<file path="src/rtl/ewc_pkg.sv">
package ewc_pkg;
    typedef enum logic [1:0] {
        ST_RUN   = 2'd0,
        ST_SLEEP = 2'd1,
        ST_STEP  = 2'd2
    } ewc_state_t;
endpackage

</file>
<file path="src/rtl/ewc_flag_bank.sv">
module ewc_flag_bank #(
    parameter int FW = 28
) (
    input  logic          clk,
    input  logic          rst_n,
    input  logic [FW-1:0] set_vec,
    input  logic [FW-1:0] clr_vec,
    output logic [FW-1:0] flags_q
);
    for (genvar i = 0; i < FW; i++) begin : g_flag
        always_ff @(posedge clk) begin
            if (!rst_n)
                flags_q[i] <= 1'b0;
            else if (set_vec[i])
                flags_q[i] <= 1'b1;   // set dominates a same-cycle clear
            else if (clr_vec[i])
                flags_q[i] <= 1'b0;
        end

        AST_SET_WINS: assert property (@(posedge clk) disable iff (!rst_n)
            set_vec[i] |=> flags_q[i]);
        AST_FLAG_STICKY: assert property (@(posedge clk) disable iff (!rst_n)
            (flags_q[i] && !clr_vec[i]) |=> flags_q[i]);
        AST_FLAG_CLEARS: assert property (@(posedge clk) disable iff (!rst_n)
            (clr_vec[i] && !set_vec[i]) |=> !flags_q[i]);
    end
endmodule

</file>
<file path="src/rtl/ewc_wake_eval.sv">
module ewc_wake_eval #(
    parameter int FW = 28
) (
    input  logic          clk,
    input  logic          rst_n,
    input  logic [FW-1:0] flags,
    input  logic [FW-1:0] mask,
    input  logic          mode_and,
    output logic          hit
);
    logic [FW-1:0] masked;
    logic          any_hit;
    logic          all_hit;

    always_comb begin
        masked  = flags & mask;
        any_hit = |masked;
        all_hit = (|mask) && (masked == mask);
        hit     = mode_and ? all_hit : any_hit;
    end

    AST_EMPTY_MASK_SILENT: assert property (@(posedge clk) disable iff (!rst_n)
        (mask == '0) |-> !hit);
    AST_AND_NEEDS_FLAG: assert property (@(posedge clk) disable iff (!rst_n)
        (mode_and && hit) |-> ((flags & mask) != '0));
endmodule

</file>
<file path="src/rtl/event_wake_ctrl.sv">
module event_wake_ctrl
    import ewc_pkg::*;
#(
    parameter  int N_HOST = 4,
    parameter  int N_SUP  = 4,
    parameter  int N_CLU  = 4,
    parameter  int N_USR  = 16,
    localparam int FW     = N_HOST + N_SUP + N_CLU + N_USR,
    localparam int CORE_W = N_CLU + N_USR
) (
    input  logic              clk,
    input  logic              rst_n,
    input  logic [N_HOST-1:0] host_set,
    input  logic [N_SUP-1:0]  sup_set,
    input  logic [N_CLU-1:0]  sync_set,
    input  logic [CORE_W-1:0] self_set,
    input  logic [FW-1:0]     clr_vec,
    input  logic              mask_we,
    input  logic [FW-1:0]     mask_wdata,
    input  logic              mode_we,
    input  logic              mode_and,
    input  logic              sleep_req,
    input  logic              step_req,
    output logic [FW-1:0]     flags_o,
    output logic              wake_o,
    output logic              run_o,
    output logic              sleep_o,
    output logic              step_o
);
    localparam int CORE_LSB = N_HOST + N_SUP;

    logic [FW-1:0] set_vec;
    logic [FW-1:0] mask_q;
    logic          mode_q;
    logic          hit;
    ewc_state_t    state_q, state_d;

    // gather set strobes into the flag layout
    always_comb begin
        set_vec = '0;
        set_vec[0 +: N_HOST]        = host_set;
        set_vec[N_HOST +: N_SUP]    = sup_set;
        set_vec[CORE_LSB +: N_CLU]  = sync_set;
        set_vec[CORE_LSB +: CORE_W] = set_vec[CORE_LSB +: CORE_W] | self_set;
    end

    ewc_flag_bank #(.FW(FW)) u_bank (
        .clk     (clk),
        .rst_n   (rst_n),
        .set_vec (set_vec),
        .clr_vec (clr_vec),
        .flags_q (flags_o)
    );

    always_ff @(posedge clk) begin
        if (!rst_n) begin
            mask_q <= '0;
            mode_q <= 1'b0;
        end else begin
            if (mask_we) mask_q <= mask_wdata;
            if (mode_we) mode_q <= mode_and;
        end
    end

    ewc_wake_eval #(.FW(FW)) u_eval (
        .clk      (clk),
        .rst_n    (rst_n),
        .flags    (flags_o),
        .mask     (mask_q),
        .mode_and (mode_q),
        .hit      (hit)
    );

    assign wake_o = hit;

    // state register
    always_ff @(posedge clk) begin
        if (!rst_n) state_q <= ST_RUN;
        else        state_q <= state_d;
    end

    // transitions
    always_comb begin
        state_d = state_q;
        unique case (state_q)
            ST_RUN:   if (sleep_req && !hit) state_d = ST_SLEEP;
            ST_SLEEP: if (hit)               state_d = ST_RUN;
                      else if (step_req)     state_d = ST_STEP;
            ST_STEP:  state_d = hit ? ST_RUN : ST_SLEEP;
            default:  state_d = ST_RUN;
        endcase
    end

    // outputs
    always_comb begin
        run_o   = 1'b0;
        sleep_o = 1'b0;
        step_o  = 1'b0;
        unique case (state_q)
            ST_RUN:   run_o   = 1'b1;
            ST_SLEEP: sleep_o = 1'b1;
            ST_STEP:  step_o  = 1'b1;
            default:  run_o   = 1'b1;
        endcase
    end

    AST_WAKE_FROM_SLEEP: assert property (@(posedge clk) disable iff (!rst_n)
        (sleep_o && wake_o) |=> run_o);
    AST_SLEEP_ONE_CYCLE: assert property (@(posedge clk) disable iff (!rst_n)
        (run_o && sleep_req && !wake_o) |=> sleep_o);
    AST_SLEEP_REFUSED: assert property (@(posedge clk) disable iff (!rst_n)
        (run_o && wake_o) |=> run_o);
    AST_STEP_SINGLE: assert property (@(posedge clk) disable iff (!rst_n)
        step_o |=> !step_o);
    AST_ONE_STATE: assert property (@(posedge clk) disable iff (!rst_n)
        $onehot({run_o, sleep_o, step_o}));
endmodule

</file>
<file path="config.mk">
export PLATFORM = sky130hd
export DESIGN_NAME = event_wake_ctrl
export DESIGN_NICKNAME = d
export VERILOG_FILES = /design/src/rtl/ewc_pkg.sv /design/src/rtl/ewc_flag_bank.sv /design/src/rtl/ewc_wake_eval.sv /design/src/rtl/event_wake_ctrl.sv
export SDC_FILE = /design/constraint.sdc
export NUM_CORES = 1
export LEC_CHECK = 0
export BUFFER_PORTS_ARGS = -buffer_cell sky130_fd_sc_hd__buf_2
export CORE_MARGIN = 4
export CORE_UTILIZATION = 45
export DETAILED_ROUTE_END_ITERATION = 8
export PLACE_DENSITY = 0.77
export SYNTH_ARGS = -nofsm -noshare
export SYNTH_HDL_FRONTEND = slang
export SYNTH_HIERARCHICAL = 1
export SYNTH_SLANG_ARGS = --single-unit
</file>
<file path="constraint.sdc">
create_clock -name clk -period 5.05 [get_ports clk]
set_input_delay 0 -clock clk [delete_from_list [all_inputs] [get_ports clk]]
set_output_delay 0 -clock clk [all_outputs]
set_load 0.05 [all_outputs]
</file>
==> summary.md <==
| Metric | Value |
|---|---|
| Dpl hpwl | `approximately 5600 microns` |
| CTS H-tree depth | `3` |
| Clock latency on the worst-skew pair | `about 0.34 ns` |
| Root buf cell | `clkbuf_8` |
| RD Place Congestion | `0.8428` |
| Grt met3 use | `under 10%` |
| Total track usage | `25.54%` |
| Simple-Gate Fraction of Synth Area | `between 10% and 20%` |
| RSZ-0062 raised after global routing | `false` |
| Min Clock Period, post-route | `2.108 ns` |
| DR vias/cell | `between 5 and 6` |
| Worst Clk Skew | `around 0.012 ns` |
| Setup crit end kind | `output pin` |
| # Post-CTS Setup Buffers | `0` |
| Initial Util | `a little under half` |
| Crit path max fanout | `5` |
| Initial antenna violation count | `0` |
| Die extent in x | `approximately 86 microns` |
| Total gr overflow | `0` |
| Residual DRC count | `0` |
| Final setup viols | `0` |
| Top Usage Layer GRT | `met2` |
| Largest family of logic cells by synthesized area | `simple AND/OR/NAND/NOR gates` |
| GR Util met2 | `between 40% and 50%` |
| Die height | `around 86 microns` |
| Post-place setup slack | `~3.0 ns` |
| Core area | `between 0.005 and 0.006 sq mm` |
| Ant diodes | `0` |
| DRT iter0 DRCs | `between 100 and 150` |
| Worst Path Arrival | `roughly 2.1 ns` |
| Synth unique cells | `29` |
| Placed Area | `between 0.003 and 0.004 sq mm` |
| Final setup TNS | `0 ns` |
| Final Cell Area | `approximately 0.0044 sq mm` |
| Critical Path RT | `a little over 5 ns` |
| Vias | `2872` |
| Syn Inst Count | `between 200 and 300` |
| Drt first pass iters | `4` |
| Area Growth Syn to Fin | `59.96%` |
| Worst min-delay path category | `in -> reg` |
| YS warnings | `6` |
| Fin crit share | `between 40% and 50%` |
| Fmax | `474.3 MHz` |
| Worst setup margin | `about 3 ns` |
| Die area | `roughly 0.0075 sq mm` |
| Net count after synthesis | `378` |
| Worst-Margin Slew | `between 0.9 and 1 ns` |
| Max Cap Violations | `0` |
| Clk pin slew, worst setup/hold paths | `around 0.060 ns` |
| Mean post-synth cell area | `between 9 and 10 sq um` |
| Worst-case clock buffer depth | `2` |
| Seq/Total Area, Yosys | `between 40% and 50%` |
| Rel. slew slack | `roughly 37%` |
| Share of layout cells above drive strength 1 | `28.86%` |
| Max IR drop VDD | `~0.27 mV` |
| Antenna Violating Nets Remaining | `0` |
| TritonCTS clock tree | `built` |
| GR Util met1 | `a little under 30%` |
| Leak | `slightly above 2 nW` |
| # clock sinks | `around 60` |
| First-pass GRT wire length | `14600 microns` |
| FP Rows | `28` |
| Vias in the first global route | `a little under 3000` |
| IO buf count | `around 130` |
| Status | `completed` |
| Kind of critical path | `reg -> out` |
| Num CTS Buffers | `9` |
| Largest net degree at the start of global routing | `~60` |
| Number of top-level pins | `127` |
| Compound-gate portion of the synthesized area | `about 18%` |
| Placed Instances | `approximately 470` |
| Crit start category | `flip-flop` |
| WL/cell | `~16 microns` |
| Finished Layout Cells | `around 570` |
| Final WL | `between 9000 and 10000 microns` |
| Layout Nets | `between 500 and 600` |
| Adder-Cell Fraction of Synth Area | `1.808%` |
| Post-synthesis mux area share | `between 10 and 15%` |
| Xor/xnor share of the synthesized area | `0%` |
| Synthesized cell area | `roughly 0.0028 sq mm` |
| Hold Fails Final Rpt | `0` |
| Pwr dens | `283.0 mW/mm^2` |
| #FFs+latches synth | `approximately 60` |
| Finished Core Util | `74.37%` |
| Max-slew violations | `0` |
## critical path: stages, from the launching register on
cell,delay (ns)
dfxtp_1,0.43
o22ai_1,0.13
nor4_1,0.33
o2111ai_1,0.17
o22ai_1,0.36
buf_2,0.35
## cell type report
cell class                 count  area (sq um)
inverter                      31         116.4
sequential                    59          1181
tap                           75         93.84
multi-input combinational    180          1358
timing repair buffer         216          1531
fill                         432          1526
clock buffer                  13         148.9
## per-stage QoR
stage	hold slack (ns)	power, mW
floorplan	0.1238	0.7614
global placement	0.2074	0.8441
detailed placement	0.2110	0.8474
CTS	0.05807	1.251
global route	0.1056	1.318
finish	0.06335	1.253
## cells by family (layout without fill, tap and decap cells)
group	count (synthesis)	in the layout
simple gates	83	83
mux	30	30
buf+inv	40	260
fa+ha+maj	4	4
compound gates	63	63
flops	59	59
## power by group
group	internal (mW)	switching (mW)
clock	0.184	0.168
sequential	0.500	0.0413
combinational	0.165	0.195
total	0.849	0.404
## flip-flops by register name, indices dropped and copies added (netlist names)
register	count
u_bank/flags_q	28
mask_q	28
mode_q	1
state_q	2
## cells in the mapped netlist
master,count,area share [%]
nor2b_1,60,14
dfxtp_1,59,43
inv_1,31,4.2
mux2i_1,30,11
o21a_1,27,7.3
o22ai_1,10,2.3
nor4_1,9,2.0
a22oi_1,8,2.2
a22o_1,4,1.3
buf_12,4,2.9
ha_1,4,1.8
or2_2,4,0.90
a221oi_2,3,1.6
clkbuf_1,3,0.41
nand3_1,3,0.54
nand4_1,3,0.68
a21oi_1,2,0.36
a221oi_1,2,0.63
buf_6,2,0.81
o21ai_0,2,0.36
a21boi_0,1,0.27
a222oi_1,1,0.36
nand2_1,1,0.14
nand2b_1,1,0.23
nor3_1,1,0.18
nor3b_1,1,0.27
o2111ai_1,1,0.32
o211a_1,1,0.36
o21a_4,1,0.54
## per-layer routing
metal	vias to the layer above	part of all wire, %	wire (microns)
li1	1409	-	-
met1	1341	40	3730
met2	110	51	4705
met3	12	7.1	658
met4	0	1.4	132
met5	-	0	0
## cell usage in the layout, fill, tap and decap left out, drive strengths merged
master,instances
a221oi,5
clkbuf,13
inv,31
o22ai,10
a21oi,2
nor4,9
dfxtp,59
a222oi,1
a22oi,8
or2,4
o2111ai,1
nor2b,60
nor3b,1
dlygate4sd3,90
nor3,1
a22o,4
ha,4
a21boi,1
nand2b,1
buf,126
mux2i,30
nand2,1
o21ai,2
nand4,3
o211a,1
o21a,28
nand3,3
## timing repair
item,CTS,global route
hold buffers,90,0
hold endpoints to repair,57,0
gates resized for setup,0,0
## path summary, 6_finish.rpt
path	from	end	slack (ns)	cells after the start
worst max-delay path	u_bank/flags_q[9]	wake_o	2.94	5
worst min register to register	state_q[0]	state_q[0]	0.52	2
worst min-delay path	step_req	state_q[0]	0.06	4
worst max register to register	u_bank/flags_q[9]	state_q[1]	3.01	7
(Power assumes the default switching activity.)
